<file path="src/rtl/trace_frame_packer.sv">
`timescale 1ns/1ps
module trace_frame_packer (
  input  logic       clk,
  input  logic       rst_n,
  input  logic       in_valid,
  output logic       in_ready,
  input  logic [7:0] in_data,
  input  logic [6:0] in_id,
  input  logic       flush,
  output logic       out_valid,
  input  logic       out_ready,
  output logic [7:0] out_data
);
  localparam logic [3:0] LAST = 4'd15;
  localparam logic [3:0] TAIL = 4'd14;

  logic [7:0]  slot_q [16];
  logic [15:0] is_id_q;
  logic [3:0]  wp_q, rd_q;
  logic [6:0]  cur_id_q;
  logic        pad_q;
  logic [7:0]  aux;

  wire       full      = (wp_q == LAST);
  wire [6:0] src_id    = pad_q ? 7'd0 : in_id;
  wire [7:0] src_data  = pad_q ? 8'd0 : in_data;
  wire       change    = (src_id != cur_id_q);
  wire       tail_mark = change && (wp_q == TAIL);
  wire [3:0] wp_prev   = wp_q - 4'd1;
  wire [3:0] wp_next   = wp_q + 4'd1;

  assign in_ready = !full && !pad_q && !flush && !tail_mark;
  wire take      = pad_q ? !full : (in_valid && in_ready);
  wire mark_only = !full && tail_mark && (pad_q || (in_valid && !flush));

  always_ff @(posedge clk) begin
    if (!rst_n) begin
      wp_q     <= '0;
      rd_q     <= '0;
      cur_id_q <= '0;
      pad_q    <= 1'b0;
      is_id_q  <= '0;
    end else begin
      if (flush && !full && !pad_q && wp_q != 4'd0) pad_q <= 1'b1;
      if (pad_q && full) pad_q <= 1'b0;
      if (mark_only) begin
        slot_q[TAIL]  <= {src_id, 1'b1};
        is_id_q[TAIL] <= 1'b1;
        cur_id_q      <= src_id;
        wp_q          <= LAST;
      end else if (take) begin
        cur_id_q <= src_id;
        if (!change) begin
          slot_q[wp_q]  <= src_data;
          is_id_q[wp_q] <= 1'b0;
          wp_q          <= wp_next;
        end else if (!wp_q[0]) begin
          slot_q[wp_q]     <= {src_id, 1'b1};
          is_id_q[wp_q]    <= 1'b1;
          slot_q[wp_next]  <= src_data;
          is_id_q[wp_next] <= 1'b0;
          wp_q             <= wp_q + 4'd2;
        end else begin
          slot_q[wp_prev]  <= {src_id, 1'b0};
          is_id_q[wp_prev] <= 1'b1;
          slot_q[wp_q]     <= slot_q[wp_prev];
          is_id_q[wp_q]    <= 1'b0;
          slot_q[wp_next]  <= src_data;
          is_id_q[wp_next] <= 1'b0;
          wp_q             <= wp_q + 4'd2;
        end
      end
      if (out_valid && out_ready) begin
        rd_q <= rd_q + 4'd1;
        if (rd_q == LAST) wp_q <= '0;
      end
    end
  end

  always_comb begin
    for (int k = 0; k < 8; k++) aux[k] = slot_q[2*k][0];
  end

  assign out_valid = full;
  assign out_data  = (rd_q == LAST) ? aux :
                     (!rd_q[0] ? {slot_q[rd_q][7:1], is_id_q[rd_q]} : slot_q[rd_q]);

  a_r9_no_accept_when_full: assert property (@(posedge clk) disable iff (!rst_n)
    out_valid |-> !in_ready);

  a_r9_hold_output: assert property (@(posedge clk) disable iff (!rst_n)
    out_valid && !out_ready |=> out_valid && $stable(out_data));

  a_r1_frame_closes: assert property (@(posedge clk) disable iff (!rst_n)
    out_valid && out_ready && rd_q == LAST |=> !out_valid && rd_q == 4'd0);

  a_r7_pad_progress: assert property (@(posedge clk) disable iff (!rst_n)
    pad_q && !full |=> wp_q != $past(wp_q));

  a_r5_tail_marker: assert property (@(posedge clk) disable iff (!rst_n)
    mark_only |=> out_valid && is_id_q[TAIL] && slot_q[TAIL][0]);
endmodule

</file>
<file path="config.mk">
export PLATFORM = sky130hd
export DESIGN_NAME = trace_frame_packer
export DESIGN_NICKNAME = d
export VERILOG_FILES = /design/src/rtl/trace_frame_packer.sv
export SDC_FILE = /design/constraint.sdc
export NUM_CORES = 1
export LEC_CHECK = 0
export CAP_MARGIN = 20
export CORE_UTILIZATION = 42
export CTS_CLUSTER_SIZE = 12
export DETAILED_ROUTE_END_ITERATION = 7
export MAX_ROUTING_LAYER = met4
export SYNTH_ARGS = -nofsm -noshare
export SYNTH_HDL_FRONTEND = slang
export SYNTH_SLANG_ARGS = --single-unit
export TNS_END_PERCENT = 1
</file>
<file path="constraint.sdc">
create_clock -name clk -period 5.8 [get_ports clk]
set_input_delay 0.58 -clock clk [delete_from_list [all_inputs] [get_ports clk]]
set_output_delay 0.58 -clock clk [all_outputs]
set_load 0.01 [all_outputs]
</file>
# Word level (Yosys, flattened, before mapping)
# Memories as Yosys holds them, arrays and structs flattened. A register that Yosys moved wholly into a read port is not among the register bits.
# Cells that the tools add are included.
dict set report word_totals {
  inputBits 20
  output_inout_bits 10
  wordCells 113
  ramBits 128
  regBits 32
  n_memories 1
}
dict set report op_classes {
  magnitude_cmp 7
  eq_ne 4
  n_reduce_logical 26
  add_sub_neg 4
  muxes 52
  bitwise_logic 13
}
# name words word_bits read_ports rd_ports_with_merged_regs wr line_no
set mem_list {}
lappend mem_list {slot_q 16 8 10 1 3 17} ;# logic [7:0] slot_q [16];
# op count
set op_table {}
lappend op_table {{$and 16x16->16} 4}
lappend op_table {{$mux 8} 6}
lappend op_table {{$mux 16} 2}
lappend op_table {{$mux 4} 8}
lappend op_table {{$not 16->16} 2}
lappend op_table {{$or 16x16->16} 2}
lappend op_table {{$mux 1} 28}
lappend op_table {{$mux 7} 3}
lappend op_table {{$lt 4x5->1 const B} 4}
lappend op_table {{$logic_and 1x1->1} 16}
lappend op_table {{$mux 15} 1}
lappend op_table {{$demux 1 s4} 3}
lappend op_table {{$eq 4x4->1 const B} 3}
lappend op_table {{$ge 4x1->1 const B} 3}
lappend op_table {{$add 4x1->4 const B} 2}
lappend op_table {{$reduce_or 8->1} 1}
lappend op_table {{$ne 7x7->1} 1}
lappend op_table {{$add 4x2->4 const B} 1}
lappend op_table {{$bmux 1 s4} 1}
lappend op_table {{$logic_not 1->1} 4}
lappend op_table {{$reduce_bool 4->1} 1}
lappend op_table {{$sub 4x1->4 const B} 1}
lappend op_table {{$or 1x1->1} 3}
lappend op_table {{$not 1->1} 2}
lappend op_table {{4 further kinds} 4}

# Longest topological paths before layout
# Gate-level depths: netlist of run 1.
dict set report depth {
  depth_word 15
  mapped_depth 16
  ltp_nobuf 13
}

# Worst setup path after synthesis of run 1
# OpenSTA, ideal clock, no wires.
dict set report synth_timing {
  kind {register to register}
  start {reg wp_q[0]}
  end {mem slot_q[10][1], data pin}
  path_buffers 6
  t_arrival_ns 3.775
  period_less_slack_ns 4.050
  stages_incl_launch_ff 15
  setup_slack_ns 1.750
  setup_ns 0.275
  t_required_ns 5.525
  cell_sequence {dfxtp_1 -> buf_6 -> buf_2 -> clkinv_1 -> clkbuf_1 -> ha_1 -> buf_2 -> clkbuf_1 -> buf_2 -> mux4_2 -> mux4_2 -> nor3_1 -> o21ai_2 -> nand2_2 -> o221ai_1}
}
# element line_no
set synth_rtl {}
lappend synth_rtl {{start: declaration} 19} ;# logic [3:0] wp_q, rd_q;
lappend synth_rtl {{start signal: assignment} 56} ;# wp_q <= wp_next;
lappend synth_rtl {{start signal: assignment} 62} ;# wp_q <= wp_q + 4'd2;
lappend synth_rtl {{start signal: assignment} 70} ;# wp_q <= wp_q + 4'd2;
lappend synth_rtl {{end: declaration} 17}

==> results.ini, run 1 <==
[critical_path]
cp_top_family = simple AND/OR/NAND/NOR gates
crit_chain = clkinv_1 -> buf_4 -> ha_1 -> nand2_1 -> a31oi_4 -> or3_1 -> nor2b_1 -> nand2_1
slowest_stage = ha_1
crit_top_cell = nand2_1
start_kind = register
critPathRequiredTime_ps = 5890
cp_slowest_stage_delay_ps = 850
crit_type = register to register
cp.depth = 8
critPathMaxFanout = 21
rr_worst_depth = 8
critical_path_arrival_ps = 4610
cp-end-kind = register
path_buf_inv = 2

[clocking]
post_cts_resized = 0
post-cts-setup-buffers = 0
cts_buffers = 17
htree_levels = 4
clk_path_buf_depth = 2
cts_root_buf = clkbuf_16
clk_latency_ps = 440
clkSinkCount = 160
ctsHoldBuffers = 0
cts_tree = done
cts.clk_slew.worst_paths_ps = 70

[sta]
fmax_ghz = 0.2213
post-route-period-util = 0.7791
drv_slew = 0
fin_hold_ws_ps = 490.5
setup_violations = 0
rsz0062_at_grt = false
slew_headroom = 0.2859
hold_violations = 0
setup_ws_ps = 1281
fin_crit_ps = 4519
skew_ps = 10.30
worstMarginPinSlew_ps = 1071
fin_setup_tns_ps = 0

[flow_run]
cap_violations = 0

[detailed_routing]
drtPass1Iterations = 7
drc = 2
routed_wl_um = 38670
antenna_left = 0
drt-initial-drc-count = 1585
vias = 9743
wl_per_cell_um = 27.02
via_per_inst = 6.809

[grt]
grt_pass1_vias = 8849
grt_max_degree = 40
grt_pass1_wl_um = 58130
antenna_found_initial = 0
grt-ovfl-total = 0
grt_use_total = 0.2912

[floorplan]
coreArea_um2 = 26280
fp.dieH_um = 166.3
die_area_um2 = 27660
rows = 59
pin_count = 30
start_util = 0.4315
die_w_um = 166.3

[finish]
n_antenna_cell = 0
drive_gt1_frac = 0.1734
area_growth_pct = 8.407
layout_common_cells = nand2_1, edfxtp_1, nand3_1
mostFrequentLayoutCell = nand2_1
nets = 1117
stdcell_count = 1431
post-route-util = 0.4678
fillers = 2433

[min_path]
hp-class = register to register
holdPathStages = 2

[placed_design]
portBuffers = 29
place.gp.congestion = 0.9661
place_ws_ps = 1088
dp_cells = 1399
hpwlAfterDp_um = 29180

[pwr]
power.density_nw_per_um2 = 290.8
p_leak_nw = 4.110
ir_worst_vdd_v = 0.0002047

[logic_synthesis]
synth-edff-count = 112
syn_inst = 1118
synth_ff_type = edfxtp_1
ys_async_sr_fraction = 0
ys_ff_latch = 160
ys_seq_area_frac = 0.3813
ys_types = 65
syn_avg_cell_area_um2 = 10.14
yosys_warnings = 0
syn_nets = 1152
syn-cell-area_um2 = 11340

[run_status]
status = finished, violations left
violations = design-rule violations

-- state kept, by name, indices dropped and copies added (netlist names), named ones only --
signal and count:
is_id_q 12, cur_id_q 7, wp_q 4, slot_q 128, rd_q 4, pad_q 1
-- power by group --
group	total [W]	internal, W	switching [W]	leakage, nW
clock	0.00109	0.000560	0.000525	0.262
sequential	0.00141	0.00133	0.0000859	1.41
combinational	0.00108	0.000417	0.000660	2.44
-- path summary, 6_finish.rpt --
check | start | endpoint | slack, ps
max | wp_q[0]$_SDFF_PN0_ | slot_q[12][7]$_DFFE_PP_ | 1280
min | is_id_q[13]$_SDFFE_PN0P_ | is_id_q[13]$_SDFFE_PN0P_ | 490
max reg2reg | wp_q[0]$_SDFF_PN0_ | slot_q[12][7]$_DFFE_PP_ | 1280
min reg2reg | is_id_q[13]$_SDFFE_PN0P_ | is_id_q[13]$_SDFFE_PN0P_ | 490
-- worst min-delay path, delay by kind of cell, from the launching register on --
kind / cells / cell delay [ps]
DFF: 1 / 320
AOI/OAI and AO/OA: 2 / 130
-- final cells by class --
class,instances,area [um^2],area share
Multi-Input combinational cell,851,6544,0.5323
Timing Repair Buffer,47,425.4,0.03461
Inverter,6,22.52,0.001832
Tap cell,335,419.2,0.03410
Clock buffer,17,425.4,0.03461
Sequential cell,160,4329,0.3522
Clock inverter,15,127.6,0.01038
-- kinds of logic after synthesis --
kind of cell	count (synthesis)	synth area share
AO/OA/AOI/OAI	273	0.1686
adder cells (fa/ha/maj)	14	0.01545
multiplexers	105	0.1843
flip-flops	160	0.3813
buffers and inverters	107	0.04292
AND/OR/NAND/NOR	445	0.1960
XOR/XNOR	14	0.01148
-- synthesized netlist by cell type, types with 3 or more instances --
library cell	instances	area [um^2]
buf_1	6	22.52
o211ai_1	3	22.52
or3_1	6	37.54
buf_4	5	37.54
inv_1	5	18.77
clkbuf_1	64	240.2
ha_1	14	175.2
a31oi_1	39	244.0
a211oi_1	3	22.52
o22ai_1	9	56.30
mux2_2	10	112.6
mux2i_1	13	130.1
nand3_1	85	425.4
a21o_1	9	67.56
and2_1	7	43.79
o21ai_0	27	135.1
nand3b_2	8	90.09
nor2_1	66	247.7
a221o_1	8	80.08
nand3_2	8	80.08
nand2_2	6	37.54
a21oi_1	69	345.3
nand2b_1	17	106.4
o221ai_1	69	604.3
o21ai_2	8	70.07
nand2_1	178	668.1
and3_1	7	43.79
nor3_1	16	80.08
xor2_1	5	43.79
nor3_4	8	130.1
dfxtp_1	48	960.9
buf_6	3	33.78
xnor2_1	8	70.07
buf_2	21	105.1
nor2b_1	21	131.4
a22oi_1	7	52.55
mux4_2	82	1847
edfxtp_1	112	3363
o2111ai_1	10	87.58
-- metrics by stage --
stage / total power [W] / area (um^2)
after floorplan: 0.002139 / 11340
after global placement: 0.002477 / 11740
after detailed placement: 0.002481 / 11740
after CTS: 0.003548 / 12290
after global routing: 0.003688 / 12290
final: 0.003575 / 12290
-- routing by layer --
layer	wire length, um	track usage	share of wire	vias up
met3	4077	0.04671	0.11	70
met5	0	-	0	-
met4	1103	0.09783	0.029	0
met1	16050	0.4043	0.42	4759
li1	-	-	-	4288
met2	17440	0.4340	0.45	626
Note: power is estimated with default switching activity, not from simulation.
==> run 2: changes to the inputs <==
- clock period: 5.8 -> 3.9 ns (I/O delays scaled with it)
==> run 2 against run 1 <==
- the run still ends with design-rule violations left
- clock power increased by 57%
- total power increased by 52%
- combinational power increased by 53%
- largest power group unchanged
- register-to-register slack got worse by 950 ps
- critical path depth increased by 3
- largest cell class unchanged
- sequential power increased by 48%
- flip-flop and latch count unchanged
- design area increased by 4.7%
- sequential share of layout area decreased by 1.6 points
- die area unchanged
- maximum frequency increased by 27%
==> results.ini, run 2 (synthesis gave the netlist of run 1 again) <==
[placed_design]
dp_cells = 1463  ; was 1399
place.gp.congestion = 0.9732  ; was 0.9661
hpwlAfterDp_um = 29210  ; was 29180 um
portBuffers = 29  ; unchanged
placed_cell_area_um2 = 12280  ; was 11740 um^2

[grt]
grt_max_degree = 59  ; was 40
antenna_found_initial = 0  ; unchanged
grt_pass1_wl_um = 58480  ; was 58130 um
grt-ovfl-total = 0  ; unchanged
grt_use_total = 0.2909  ; was 0.2912
grt_pass1_vias = 9275  ; was 8849

[sta]
post-route-period-util = 0.9155  ; was 0.7791
rsz0062_at_grt = false  ; unchanged
skew_ps = 12.51  ; was 10.30 ps
fin_setup_tns_ps = 0  ; unchanged
drv_slew = 0  ; unchanged
fin_crit_ps = 3571  ; was 4519 ps
hold_violations = 0  ; unchanged
worstMarginPinSlew_ps = 1103  ; was 1071 ps
fmax_ghz = 0.2801  ; was 0.2213 GHz
slew_headroom = 0.2629  ; was 0.2859
setup_violations = 0  ; unchanged

[floorplan]
die_w_um = 166.3  ; unchanged
pin_count = 30  ; unchanged
rows = 59  ; unchanged
start_util = 0.4315  ; unchanged
coreArea_um2 = 26280  ; unchanged
fp.dieH_um = 166.3  ; unchanged
die_area_um2 = 27660  ; unchanged

[finish]
drive_gt1_frac = 0.2205  ; was 0.1734
seqCellArea_um2 = 4329  ; unchanged
multi_input_area_um2 = 6544  ; unchanged
largest_register_ff_count = 128  ; unchanged
area_growth_pct = 13.55  ; was 8.407%
nets = 1182  ; was 1117
mostFrequentLayoutCell = nand2_1  ; unchanged
n_antenna_cell = 0  ; unchanged
regMostFlops = slot_q  ; unchanged
top_regs = slot_q: 128 flops, is_id_q: 12 flops, cur_id_q: 7 flops  ; unchanged
layout_common_cells = nand2_1, edfxtp_1, nand3_1  ; unchanged
stdcell_count = 1496  ; was 1431
post-route-cell-area_um2 = 12880  ; was 12290 um^2
fillers = 2419  ; was 2433

[detailed_routing]
drtPass1Iterations = 8  ; was 7
antenna_left = 0  ; unchanged
drt-initial-drc-count = 1485  ; was 1585
wl_per_cell_um = 26.02  ; was 27.02 um
drc = 1  ; was 2
via_per_inst = 6.731  ; was 6.809
vias = 10070  ; was 9743
routed_wl_um = 38930  ; was 38670 um

[critical_path]
crit_chain = nor4b_1 -> a32oi_1 -> nand2_1 -> nand3_2 -> ha_1 -> o21a_1 -> o211ai_1 -> inv_1 -> and3_1 -> a21o_1 -> o221ai_1  ; was clkinv_1 -> buf_4 -> ha_1 -> nand2_1 -> a31oi_4 -> or3_1 -> nor2b_1 -> nand2_1
critPathMaxFanout = 14  ; was 21
path_buf_inv = 1  ; was 2
critical_path_arrival_ps = 3730  ; was 4610 ps
start_kind = register  ; unchanged
slowest_stage = dfxtp_1  ; was ha_1
crit_type = register to register  ; unchanged
crit_start = pad_q$_SDFFE_PP0P_  ; was wp_q[0]$_SDFF_PN0_
critPathRequiredTime_ps = 4060  ; was 5890 ps
cp_top_family = compound AO/OA/AOI/OAI gates  ; was simple AND/OR/NAND/NOR gates
cp-end-kind = register  ; unchanged
cp_slowest_stage_delay_ps = 680  ; was 850 ps
timing.rr.start = pad_q$_SDFFE_PP0P_  ; was wp_q[0]$_SDFF_PN0_

[pwr]
p_leak_nw = 4.468  ; was 4.110 nW
ir_worst_vdd_v = 0.0002883  ; was 0.0002047 V
sequentialPowerShare = 0.382  ; was 0.395
clockPowerShare = 0.315  ; was 0.304
p_switching_w = 0.001928  ; was 0.001271 W
internal_power_w = 0.003508  ; was 0.002304 W
switching_share = 0.3547  ; was 0.3554
combPwrFrac = 0.304  ; was 0.301
power.density_nw_per_um2 = 422.2  ; was 290.8 nW/um^2

[clocking]
cts_tree = done  ; unchanged
cts_root_buf = clkbuf_16  ; unchanged
post_cts_resized = 0  ; unchanged
ctsHoldBuffers = 0  ; unchanged
post-cts-setup-buffers = 0  ; unchanged
clk_path_buf_depth = 2  ; unchanged
cts.clk_slew.worst_paths_ps = 80  ; was 70 ps
htree_levels = 4  ; unchanged
clk_latency_ps = 450  ; was 440 ps
cts_buffers = 17  ; unchanged
clkSinkCount = 160  ; unchanged

[run_status]
violations = design-rule violations  ; unchanged
status = finished, violations left  ; unchanged

[flow_run]
cap_violations = 0  ; unchanged

[min_path]
hp-class = register to register  ; unchanged
min_from = is_id_q[0]$_SDFFE_PN0P_  ; was is_id_q[13]$_SDFFE_PN0P_

run 2: metrics by stage:
step	setup slack (ps)	total power, W	utilization	hold slack, ps
after detailed placement	97.39	0.003718	0.4674	482.2
after global routing	53.12	0.005611	0.4900	514.3
final	329.4	0.005437	0.4900	494.8
after CTS	328.3	0.005401	0.4897	493.9
after global placement	121.5	0.003713	0.4674	472.1
after floorplan	122.4	0.003182	-	457.8
run 2: final cells by class:
class                           instances  share of cell area
Clock buffer                           17             0.03304
Clock inverter                         15             0.01244
Inverter                                6            0.001749
Multi-Input combinational cell        851              0.5082
Sequential cell                       160              0.3362
Tap cell                              335             0.03255
Timing Repair Buffer                  112             0.07579
run 2: path summary, 6_finish.rpt:
path                             endpoint  slack, ps  cells past startpoint
hold / removal    is_id_q[0]$_SDFFE_PN0P_        490                      2
setup reg to reg  slot_q[10][5]$_DFFE_PP_        330                     11
hold reg to reg   is_id_q[0]$_SDFFE_PN0P_        490                      2
setup / recovery  slot_q[10][5]$_DFFE_PP_        330                     11
run 2: power groups by stage:
| stage | Clock, W | Combinational [W] | Sequential, W |
|---|---|---|---|
| 6_report | 0.00171 | 0.00165 | 0.00208 |
| 4_1_cts | 0.00171 | 0.00162 | 0.00207 |
| 2_1_floorplan | 0 | 0.00112 | 0.00206 |
| 3_5_place_dp | 0 | 0.00161 | 0.00211 |
| 3_3_place_gp | 0 | 0.00161 | 0.00210 |
| 5_1_grt | 0.00178 | 0.00175 | 0.00208 |
run 2: metal layers:
metal | routed length [um] | vias to the layer above | global-route usage
li1 | - | 4423 | -
met1 | 16040 | 4969 | 0.3911
met2 | 18410 | 587 | 0.4595
met3 | 3245 | 91 | 0.03074
met4 | 1234 | 0 | 0.1002
met5 | 0 | - | -
run 2: worst reg2reg max path, cell delays in order (launching register included):
cell and delay (ps):
dfxtp_1 680, nor4b_1 140, a32oi_1 250, nand2_1 180
nand3_2 150, ha_1 210, o21a_1 120, o211ai_1 140
inv_1 240, and3_1 580, a21o_1 420, o221ai_1 190
